$ cat src/rtl/wdt_guard_pkg.sv
package wdt_guard_pkg;
  localparam int unsigned NUM_TAPS = 8;
  localparam int unsigned SEL_W    = 3;
  localparam logic [7:0]  KEY_WRITE = 8'hAC;
  localparam logic [7:0]  KEY_READ  = 8'h9A;
  localparam logic [2:0]  MODE_SIG  = 3'b011;
  localparam logic [7:0]  MODE_INIT = 8'h67;
  localparam int unsigned OFF_BIT   = 4;

  // Number of counted ticks that ends one watchdog period for a tap.
  function automatic logic [31:0] tap_limit(input logic [SEL_W-1:0] sel,
                                            input int unsigned min_exp);
    return 32'd1 << (min_exp + 32'(sel));
  endfunction
endpackage

$ cat src/rtl/wdt_guard_regs.sv
module wdt_guard_regs
  import wdt_guard_pkg::*;
#(
  parameter int ADDR_W = 1
) (
  input  logic              clk,
  input  logic              rst_n,
  input  logic              kill,
  input  logic [ADDR_W-1:0] addr,
  input  logic [7:0]        wdata,
  input  logic              wr_en,
  input  logic              bit_op,
  input  logic              rd_en,
  output logic [7:0]        rdata,
  output logic [7:0]        mode_q,
  output logic              written_q,
  output logic              stopped,
  output logic              viol,
  output logic              key_ok
);
  localparam logic [ADDR_W-1:0] A_MODE = ADDR_W'(0);
  localparam logic [ADDR_W-1:0] A_KEY  = ADDR_W'(1);

  logic mode_hit, key_hit, accept;

  assign mode_hit = wr_en && (addr == A_MODE);
  assign key_hit  = wr_en && (addr == A_KEY);
  assign stopped  = written_q && mode_q[OFF_BIT];

  always_comb begin
    viol   = 1'b0;
    accept = 1'b0;
    key_ok = 1'b0;
    if (mode_hit && !bit_op) begin
      if (written_q)                  viol   = !stopped;
      else if (wdata[7:5] != MODE_SIG) viol  = 1'b1;
      else                            accept = 1'b1;
    end
    if (key_hit) begin
      if (bit_op || (wdata != KEY_WRITE)) viol   = !stopped;
      else                                key_ok = 1'b1;
    end
  end

  always_ff @(posedge clk) begin
    if (!rst_n || kill) begin
      mode_q    <= MODE_INIT;
      written_q <= 1'b0;
    end else if (accept) begin
      mode_q    <= wdata;
      written_q <= 1'b1;
    end
  end

  always_comb begin
    rdata = 8'h00;
    if (rd_en) begin
      if (addr == A_MODE)     rdata = mode_q;
      else if (addr == A_KEY) rdata = KEY_READ;
    end
  end
endmodule

$ cat src/rtl/wdt_guard_count.sv
module wdt_guard_count
  import wdt_guard_pkg::*;
#(
  parameter int unsigned MIN_EXP = 11,
  localparam int unsigned CNT_W  = MIN_EXP + NUM_TAPS - 1
) (
  input  logic             clk,
  input  logic             rst_n,
  input  logic             kill,
  input  logic             tick,
  input  logic             lp_state,
  input  logic             osc_lock,
  input  logic             stopped,
  input  logic             key_ok,
  input  logic [SEL_W-1:0] sel,
  output logic [CNT_W-1:0] count,
  output logic             run,
  output logic             ovf
);
  logic [31:0] last;

  assign last = tap_limit(sel, MIN_EXP) - 32'd1;
  assign run  = tick && !stopped && (osc_lock || !lp_state);
  assign ovf  = run && (32'(count) == last);

  always_ff @(posedge clk) begin
    if (!rst_n || kill || key_ok) count <= '0;
    else if (run)                 count <= count + 1'b1;
  end
endmodule

$ cat src/rtl/wdt_guard.sv
module wdt_guard
  import wdt_guard_pkg::*;
#(
  parameter int unsigned MIN_EXP = 11,
  parameter int          ADDR_W  = 1
) (
  input  logic              clk,
  input  logic              rst_n,
  input  logic              tick,
  input  logic [ADDR_W-1:0] addr,
  input  logic [7:0]        wdata,
  input  logic              wr_en,
  input  logic              bit_op,
  input  logic              rd_en,
  output logic [7:0]        rdata,
  input  logic              lp_state,
  input  logic              osc_lock,
  output logic              rst_req
);
  localparam int unsigned CNT_W = MIN_EXP + NUM_TAPS - 1;

  logic [7:0]       mode_w;
  logic             written_w, stopped_w, viol_w, key_ok_w, ovf_w, run_w, kill_w;
  logic [CNT_W-1:0] count_w;

  assign kill_w = viol_w || ovf_w;

  wdt_guard_regs #(.ADDR_W(ADDR_W)) u_regs (
    .clk(clk), .rst_n(rst_n), .kill(kill_w), .addr(addr), .wdata(wdata),
    .wr_en(wr_en), .bit_op(bit_op), .rd_en(rd_en), .rdata(rdata),
    .mode_q(mode_w), .written_q(written_w), .stopped(stopped_w),
    .viol(viol_w), .key_ok(key_ok_w)
  );

  wdt_guard_count #(.MIN_EXP(MIN_EXP)) u_count (
    .clk(clk), .rst_n(rst_n), .kill(kill_w), .tick(tick),
    .lp_state(lp_state), .osc_lock(osc_lock), .stopped(stopped_w),
    .key_ok(key_ok_w), .sel(mode_w[SEL_W-1:0]), .count(count_w),
    .run(run_w), .ovf(ovf_w)
  );

  always_ff @(posedge clk) begin
    if (!rst_n) rst_req <= 1'b0;
    else        rst_req <= kill_w;
  end
endmodule

$ cat config.mk
export PLATFORM = sky130hd
export DESIGN_NAME = wdt_guard
export DESIGN_NICKNAME = d
export VERILOG_FILES = /design/src/rtl/wdt_guard_pkg.sv /design/src/rtl/wdt_guard_regs.sv /design/src/rtl/wdt_guard_count.sv /design/src/rtl/wdt_guard.sv
export SDC_FILE = /design/constraint.sdc
export NUM_CORES = 1
export LEC_CHECK = 0
export BUFFER_PORTS_ARGS = -buffer_cell sky130_fd_sc_hd__buf_2
export CORE_UTILIZATION = 40
export CTS_CLUSTER_DIAMETER = 100
export DETAILED_ROUTE_END_ITERATION = 10
export GPL_ROUTABILITY_DRIVEN = 0
export SYNTH_ARGS = -nofsm -noshare
export SYNTH_HDL_FRONTEND = slang
export SYNTH_SLANG_ARGS = --single-unit
$ cat constraint.sdc
create_clock -name clk -period 11.7 [get_ports clk]
set_input_delay 2.34 -clock clk [delete_from_list [all_inputs] [get_ports clk]]
set_output_delay 2.34 -clock clk [all_outputs]
set_load 0.005 [all_outputs]
Word level (Yosys, flattened, before mapping)
Index checks and enable logic that the tools add are counted.

Bitwise logic cells: 1. $add $sub $neg: 3. Mux-type cells: 12. Shift-type cells: 1. Equal/unequal tests: 3. Reduce and logical (&&, ||, !) cells: 16.

Operators by type and width (count): $eq 18x32->1 (1); $shl 1x32->32 const A (1); $sub 32x1->32 const B (1); $add 18x1->18 const B (1); $mux 8 (2); $mux 1 (10); $ne 8x8->1 const B (1); $logic_and 1x1->1 (7); $add 4x3->5 const A (1); $logic_or 1x1->1 (5); $logic_not 1->1 (4); $ne 3x2->1 const B (1); $not 1->1 (1).

Register bits: 28. Word-level logic and storage cells: 40. Output and inout port bits: 9. Input port bits: 17.

Longest topological paths before layout
Gate-level depths: netlist of run 1.

Depth after elaboration: 9. Depth in mapped cells: 17. Mapped depth without buffers: 13.

Hierarchy
A second synthesis of run 1 with hierarchy kept.

Cell total of the unflattened synthesis: 204. Area total of the unflattened synthesis: 1710.4 sq um.

By module, submodules not included: wdt_guard_count (area each 1193.6 sq um, cells an instance 147, seq. area each 360.3 sq um, instances 1); wdt_guard_regs (area each 483.0 sq um, cells an instance 54, seq. area each 180.2 sq um, instances 1); wdt_guard (area each 33.8 sq um, cells an instance 3, seq. area each 20.0 sq um, instances 1).

Least setup slack after synthesis of run 1
OpenSTA, ideal clock, no wires.

Path kind: input-to-output. From: input addr. To: output rdata[0]. Setup slack: 6.519 ns. Path buffers: 1. Stages on the path: 3. Data required time: 9.360 ns. Arrival: 2.841 ns. Path through: clkbuf_1 > nor2b_1 > and2_1.

Longest elaborated chain between the ends: 2.

Ends and longest elaborated chain: from (decl) (line wdt_guard.sv:10) `input logic [ADDR_W-1:0] addr,`; $mux 8 (line wdt_guard_regs.sv:58) `if (addr == A_MODE) rdata = mode_q;`; $mux 8 (line wdt_guard_regs.sv:57) `if (rd_en) begin`; to (decl) (line wdt_guard.sv:15) `output logic [7:0] rdata,`.

No other way between the ends.

Worst setup path in the final report of run 1
Ends and elaborated chain as after synthesis.

==> reports/metrics.yaml, run 1 <==
status: "finished clean"
p_clk_frac: 0.408
start_util: 0.4147
yosysTopAreaCell: "dfxtp_1"
vdd_drop_max_mv: 0.04940
yosysMostFrequentCell: "nand2_1"
fill_cells: 580
finalCritPeriodShare: 0.4525
setup_viol: 0
ctsHtreeMaxLevel: 1
min_path_type: "reg2reg"
insertedDiodeCount: 0
grt_overflow: 0
startpoint: "addr"
detail-route-antenna-nets: 0
r2r.worst_path.cells: 14
ys_dominant_reg_cell: "dfxtp_1"
wl_um: 5510
hpwl_um: 3869
cts_tree: "yes"
finalHoldViolCount: 0
ys_types: 61
cts_made_buffers: 3
synth_edf_count: 0
fin_skew_ns: 0.01129
first_pass_iters: 4
antenna_found_initial: 0
synth_cells: 300
maxCapViolCount: 0
postSynthAreaPerCell_sq_um: 7.566
initialDrtViolationCount: 184
grt_pass1_vias: 1873
rrSetupSlack_ns: 6.59
hold_buffers: 0
cts_resized: 0
die-area_sq_um: 5979
finalCoreUtilization: 0.4481
worstSetupEndpointType: "primary output"
path_max_fanout: 9
final_max_slew_viol_count: 0
rows: 27
cp.required_ns: 9.36
max_slew_margin: 0.2576
insertion_delay_ns: 0.29
drive_gt1_frac: 0.1553
p_per_area_nw_per_um2: 78.49
synth_nets: 320
grt.total_usage: 0.1905
syn_area_sq_um: 2270
ioPinCount: 26
power_uw: 192.5
via_per_inst: 5.465
vias: 2082
synth_top_area_frac: 0.2470
tns_ns: 0
grt_pass1_wl_um: 9197
clk_pin_slew_worst_paths_ns: 0.11
tightestPinTransition_ns: 1.114
post-cts-setup-buffers: 0
power_leakage_uw: 0.0008983
fin_area_sq_um: 2452
portBuffers: 25
comb_power_share: 0.090
fmax_mhz: 188.9
r2r_start: "u_regs.mode_q[0]$_SDFFE_PP1P_"
placed_area_sq_um: 2381
die_w_um: 77.33
critPathLaunchType: "input port"
async_flop_share: 0
grt_max_degree: 29
syn_to_final_growth_pct: 8.048
synth_top_cells_by_count: "nand2_1 (38), nor2_1 (36), dfxtp_1 (28), xnor2_1 (20), nand3_1 (15)"
die_h_um: 77.33
cts-root-buf: "clkbuf_8"
p_int_uw: 149.3
synthTopCellsByArea: "dfxtp_1 (25%), xnor2_1 (7.7%), nand2_1 (6.3%)"
timing.rr.end: "u_regs.mode_q[2]$_SDFFE_PP1P_"
core_sq_um: 5473
crit_type: "in2out"
clk_path_buf_depth: 2
clock_sinks: 28
arrival_ns: 2.95
route.detailed.drc: 0
ys_warn_count: 0
ys_seq_elements: 28
sw_frac_of_total: 0.2245
ys_seq_area_frac: 0.2470
fin_nets: 330
crit_end: "rdata[0]"
rsz0062_at_grt: "false"
hold_ws_ns: 0.4511
wl_per_cell_um: 14.46
switchingPower_uw: 43.22
share_seq_of_total_power: 0.502
min_period_ns: 5.294
==> through the flow <==
stage	instances	worst slack, ns
after detailed placement	377	6.386
after global placement	377	6.407
final	381	6.406
after CTS	381	6.387
after global routing	381	6.271
after floorplan	300	6.519
==> final cells by class <==
| type | instances | area (sq um) | area share |
|---|---|---|---|
| clock buffer | 3 | 41.29 | 0.01684 |
| inverter | 8 | 30.03 | 0.01224 |
| multi-input combinational | 241 | 1553 | 0.6332 |
| sequential | 28 | 560.5 | 0.2286 |
| clock inverter | 1 | 30.03 | 0.01224 |
| timing repair buffer | 28 | 147.6 | 0.06020 |
| tap | 72 | 90.09 | 0.03673 |
==> metal layers <==
| metal | track usage | vias to the layer above | share of wire |
|---|---|---|---|
| met4 | 0.05472 | 0 | 0.011 |
| li1 | - | 1068 | - |
| met1 | 0.2612 | 974 | 0.49 |
| met2 | 0.3088 | 33 | 0.46 |
| met3 | 0.02500 | 7 | 0.030 |
| met5 | 0 | - | 0 |
==> how the worst min path moves through the flow <==
stage                                        startpoint                             to  slack (ns)  cells after the start
after global placement    u_regs.mode_q[6]$_SDFFE_PP1P_  u_regs.mode_q[6]$_SDFFE_PP1P_        0.42                      1
after detailed placement  u_regs.mode_q[6]$_SDFFE_PP1P_  u_regs.mode_q[6]$_SDFFE_PP1P_        0.44                      1
after CTS                 u_regs.mode_q[7]$_SDFFE_PP0P_  u_regs.mode_q[7]$_SDFFE_PP0P_        0.46                      2
final                     u_regs.mode_q[6]$_SDFFE_PP1P_  u_regs.mode_q[6]$_SDFFE_PP1P_        0.45                      1
after global routing      u_regs.mode_q[6]$_SDFFE_PP1P_  u_regs.mode_q[6]$_SDFFE_PP1P_        0.48                      1
after floorplan           u_regs.mode_q[5]$_SDFFE_PP1P_  u_regs.mode_q[5]$_SDFFE_PP1P_        0.41                      1
==> registers in the layout (all words and copies together), names as in the netlist <==
register,flops
u_regs.written_q,1
u_regs.mode_q,8
rst_req,1
u_count.count,18
==> power groups by stage <==
| stage | logic [uW] | registers, uW | clock network (uW) |
|---|---|---|---|
| 6_report | 17.3 | 96.6 | 78.5 |
| 5_1_grt | 19.2 | 96.8 | 85.8 |
| 4_1_cts | 17.5 | 96.6 | 82.1 |
| 3_5_place_dp | 17.4 | 98.8 | 0 |
| 3_3_place_gp | 17.3 | 98.8 | 0 |
| 2_1_floorplan | 11.4 | 98.7 | 0 |
==> cells in the final DEF, fill, tap and decap left out, types with 4 or more instances in the layout <==
cell	Yosys	final
nand2_1	38	38
nor2_1	36	36
dfxtp_1	28	28
buf_2	8	25
xnor2_1	20	20
nand3_1	15	15
and2_1	9	9
inv_1	8	8
xor2_1	8	8
a21oi_1	8	8
mux2i_1	6	6
nor3_1	6	6
o21a_1	5	5
nand2b_1	5	5
nor4_1	5	5
nand4_1	5	5
or2_2	5	5
o21ai_0	4	4
o211ai_1	4	4
and3_1	4	4
==> critical path, cell delays in order <==
cell	delay (ns)
buf_2	0.15
nor2b_1	0.21
and2_1	0.15
buf_2	0.10
==> cell families (layout without fill, tap and decap cells) <==
group | count (synthesis) | in the layout | share of synthesized area
AO/OA/AOI/OAI | 49 | 49 | 0.1698
XOR/XNOR | 28 | 28 | 0.1081
adder cells (fa/ha/maj) | 4 | 4 | 0.02260
buffers and inverters | 31 | 40 | 0.06891
flip-flops | 28 | 28 | 0.2470
multiplexers | 8 | 8 | 0.03638
AND/OR/NAND/NOR | 152 | 152 | 0.3473
Power figures use the tool's default switching activity.
==> run 2: changes to the inputs <==
==> constraint.sdc (replaced) <==
create_clock -name clk -period 5.6 [get_ports clk]
set_input_delay 1.12 -clock clk [delete_from_list [all_inputs] [get_ports clk]]
set_output_delay 1.12 -clock clk [all_outputs]
set_load 0.005 [all_outputs]
==> run 2 against run 1 <==
Compared with the run above: combinational power increased by 110%; register-to-register slack got worse by 5.5 ns; power increased by 110%; first-iteration DRC count increased by 37%; non-clock buffer count increased by 1; sequential power increased by 110%; clock skew decreased by 0.0070 ns; sequential share of layout area decreased by 0.070 points; clock-buffer cell count unchanged.
==> reports/metrics.yaml, run 2 (synthesis results as in run 1) <==
cts-root-buf: "clkbuf_8"
arrival_ns: 4.66  # +1.71 ns
r2r_start: "u_regs.mode_q[0]$_SDFFE_PP1P_"
ioPinCount: 26  # unchanged
cts_made_buffers: 3  # unchanged
cts_resized: 0  # unchanged
wl_um: 5646  # +2.5%
vdd_drop_max_mv: 0.1412  # +190%
grt.total_usage: 0.1999  # +0.009400
top_register: "u_count.count"
finalHoldViolCount: 0  # unchanged
path_max_fanout: 19  # +10
critPathLaunchType: "register"
largest_register_ffs: 18  # unchanged
power_leakage_uw: 0.0009034  # +0.56%
mostFrequentLayoutCells: "nand2_1 (38), nor2_1 (36), dfxtp_1 (28), buf_2 (25), xnor2_1 (20)"
core_sq_um: 5473  # unchanged
syn_to_final_growth_pct: 8.379
drive_gt1_frac: 0.1581  # +0.002725
insertion_delay_ns: 0.28  # about the same
max_slew_margin: 0.5402  # +0.2826
hpwl_um: 4160  # +7.5%
clk_pin_slew_worst_paths_ns: 0.10  # about the same
hold_ws_ns: 0.4427  # -0.008477 ns
clock_sinks: 28  # unchanged
fin_nets: 331  # +0.30%
grt_pass1_wl_um: 9480  # +3.1%
fmax_mhz: 223.5
start_util: 0.4147  # unchanged
portBuffers: 25  # unchanged
r2r.worst_path.cells: 14  # unchanged
die_w_um: 77.33  # unchanged
finalCritPeriodShare: 0.7990
grt_max_degree: 27  # -6.9%
fin_skew_ns: 0.004249  # -0.007041 ns
insertedDiodeCount: 0  # unchanged
clk_path_buf_depth: 2  # unchanged
crit_type: "reg2reg"
antenna_found_initial: 0  # unchanged
ctsHtreeMaxLevel: 1  # unchanged
detail-route-antenna-nets: 0  # unchanged
worstSetupEndpointType: "register"
min_period_ns: 4.474
fin_ws_ns: 1.126  # -5.280 ns
hold_buffers: 0  # unchanged
cp.required_ns: 5.78  # -3.58 ns
vias: 2115  # +1.6%
wl_per_cell_um: 14.78  # +2.2%
hold-path-endpoint: "u_regs.mode_q[7]$_SDFFE_PP0P_"
reg.largest.list: "u_count.count: 18 flops, u_regs.mode_q: 8 flops"
timing.rr.end: "u_count.count[8]$_SDFFE_PP0P_"
initialDrtViolationCount: 252  # +37%
route.detailed.drc: 0  # unchanged
post-cts-setup-buffers: 0  # unchanged
hold-path-cell-count: 2  # +1
rows: 27  # unchanged
via_per_inst: 5.537  # +1.3%
tightestPinTransition_ns: 0.6835  # -0.4301 ns
grt_overflow: 0  # unchanged
min_path_type: "reg2reg"
setup_viol: 0  # unchanged
tns_ns: 0  # unchanged
min_from: "u_regs.mode_q[7]$_SDFFE_PP0P_"
first_pass_iters: 4  # unchanged
final_common_cell: "nand2_1"
die_h_um: 77.33  # unchanged
cts_tree: "yes"
preCtsSetupSlack_ns: 1.157  # -5.229 ns
die-area_sq_um: 5979  # unchanged
final_max_slew_viol_count: 0  # unchanged
maxCapViolCount: 0  # unchanged
rrSetupSlack_ns: 1.13  # -5.46 ns
p_per_area_nw_per_um2: 163.7  # +110%
rsz0062_at_grt: "false"
status: "finished clean"
grt_pass1_vias: 1906  # +1.8%
## run 2: changes by cell type in the layout (fill, tap and decap cells not counted), sizes merged
cell | previous run | this run
buf | 28 | 29
## run 2: area by class of cell
cell class / count / area, sq um
Inverter: 8 / 30.03
Multi-Input combinational cell: 241 / 1553
Clock inverter: 1 / 30.03
Sequential cell: 28 / 560.5
Fill cell: 581 / 3013
Tap cell: 72 / 90.09
Timing Repair Buffer: 29 / 155.1
Clock buffer: 3 / 41.29
## run 2: metrics by stage
| stage | instance area (sq um) | util | std cells | total power [uW] |
|---|---|---|---|---|
| 4_1_cts | 2460 | 0.4495 | 382 | 407.0 |
| 3_5_place_dp | 2389 | 0.4364 | 378 | 243.8 |
| 3_3_place_gp | 2389 | 0.4364 | 378 | 243.6 |
| 2_1_floorplan | 2270 | - | 300 | 230.1 |
| 6_report | 2460 | 0.4495 | 382 | 402.7 |
| 5_1_grt | 2460 | 0.4495 | 382 | 417.1 |
## run 2: routing by layer
metal / share of wire / wire, um / global-route usage
met2: 0.46 / 2610 / 0.3062
met4: 0.016 / 91 / 0.06415
met3: 0.038 / 213 / 0.02976
met1: 0.48 / 2731 / 0.2838
met5: 0 / 0 / 0
## run 2: critical path: stages (launching register included)
cell	delay (ns)
dfxtp_1	0.32
nor2_1	0.21
inv_1	0.07
ha_1	0.51
or3b_1	0.50
or3_1	0.32
ha_1	0.33
inv_1	0.19
a21oi_2	0.07
or3_1	0.36
a2111oi_2	0.35
nand4_1	0.18
o31ai_4	0.56
buf_4	0.31
nor2_1	0.07
## run 2: power breakdown
| part | leakage, uW | internal [uW] | switching (uW) | total [uW] |
|---|---|---|---|---|
| clock | 0.0000357 | 95.9 | 67.9 | 164 |
| combinational | 0.000642 | 16.1 | 20.6 | 36.7 |
| sequential | 0.000226 | 200 | 1.73 | 202 |
| total | 0.000903 | 312 | 90.3 | 403 |
## run 2: worst max path at each step
stage | startpoint | end | slack [ns] | depth (start not counted)
after floorplan | u_regs.mode_q[0]$_SDFFE_PP1P_ | u_regs.mode_q[4]$_SDFFE_PP0P_ | 1.72 | 17
after global placement | u_regs.mode_q[0]$_SDFFE_PP1P_ | u_count.count[6]$_SDFFE_PP0P_ | 1.29 | 14
after detailed placement | u_regs.mode_q[0]$_SDFFE_PP1P_ | u_count.count[13]$_SDFFE_PP0P_ | 1.16 | 14
after CTS | u_regs.mode_q[0]$_SDFFE_PP1P_ | u_count.count[17]$_SDFFE_PP0P_ | 1.15 | 14
after global routing | u_regs.mode_q[0]$_SDFFE_PP1P_ | u_count.count[16]$_SDFFE_PP0P_ | 0.80 | 14
final | u_regs.mode_q[0]$_SDFFE_PP1P_ | u_count.count[8]$_SDFFE_PP0P_ | 1.13 | 14
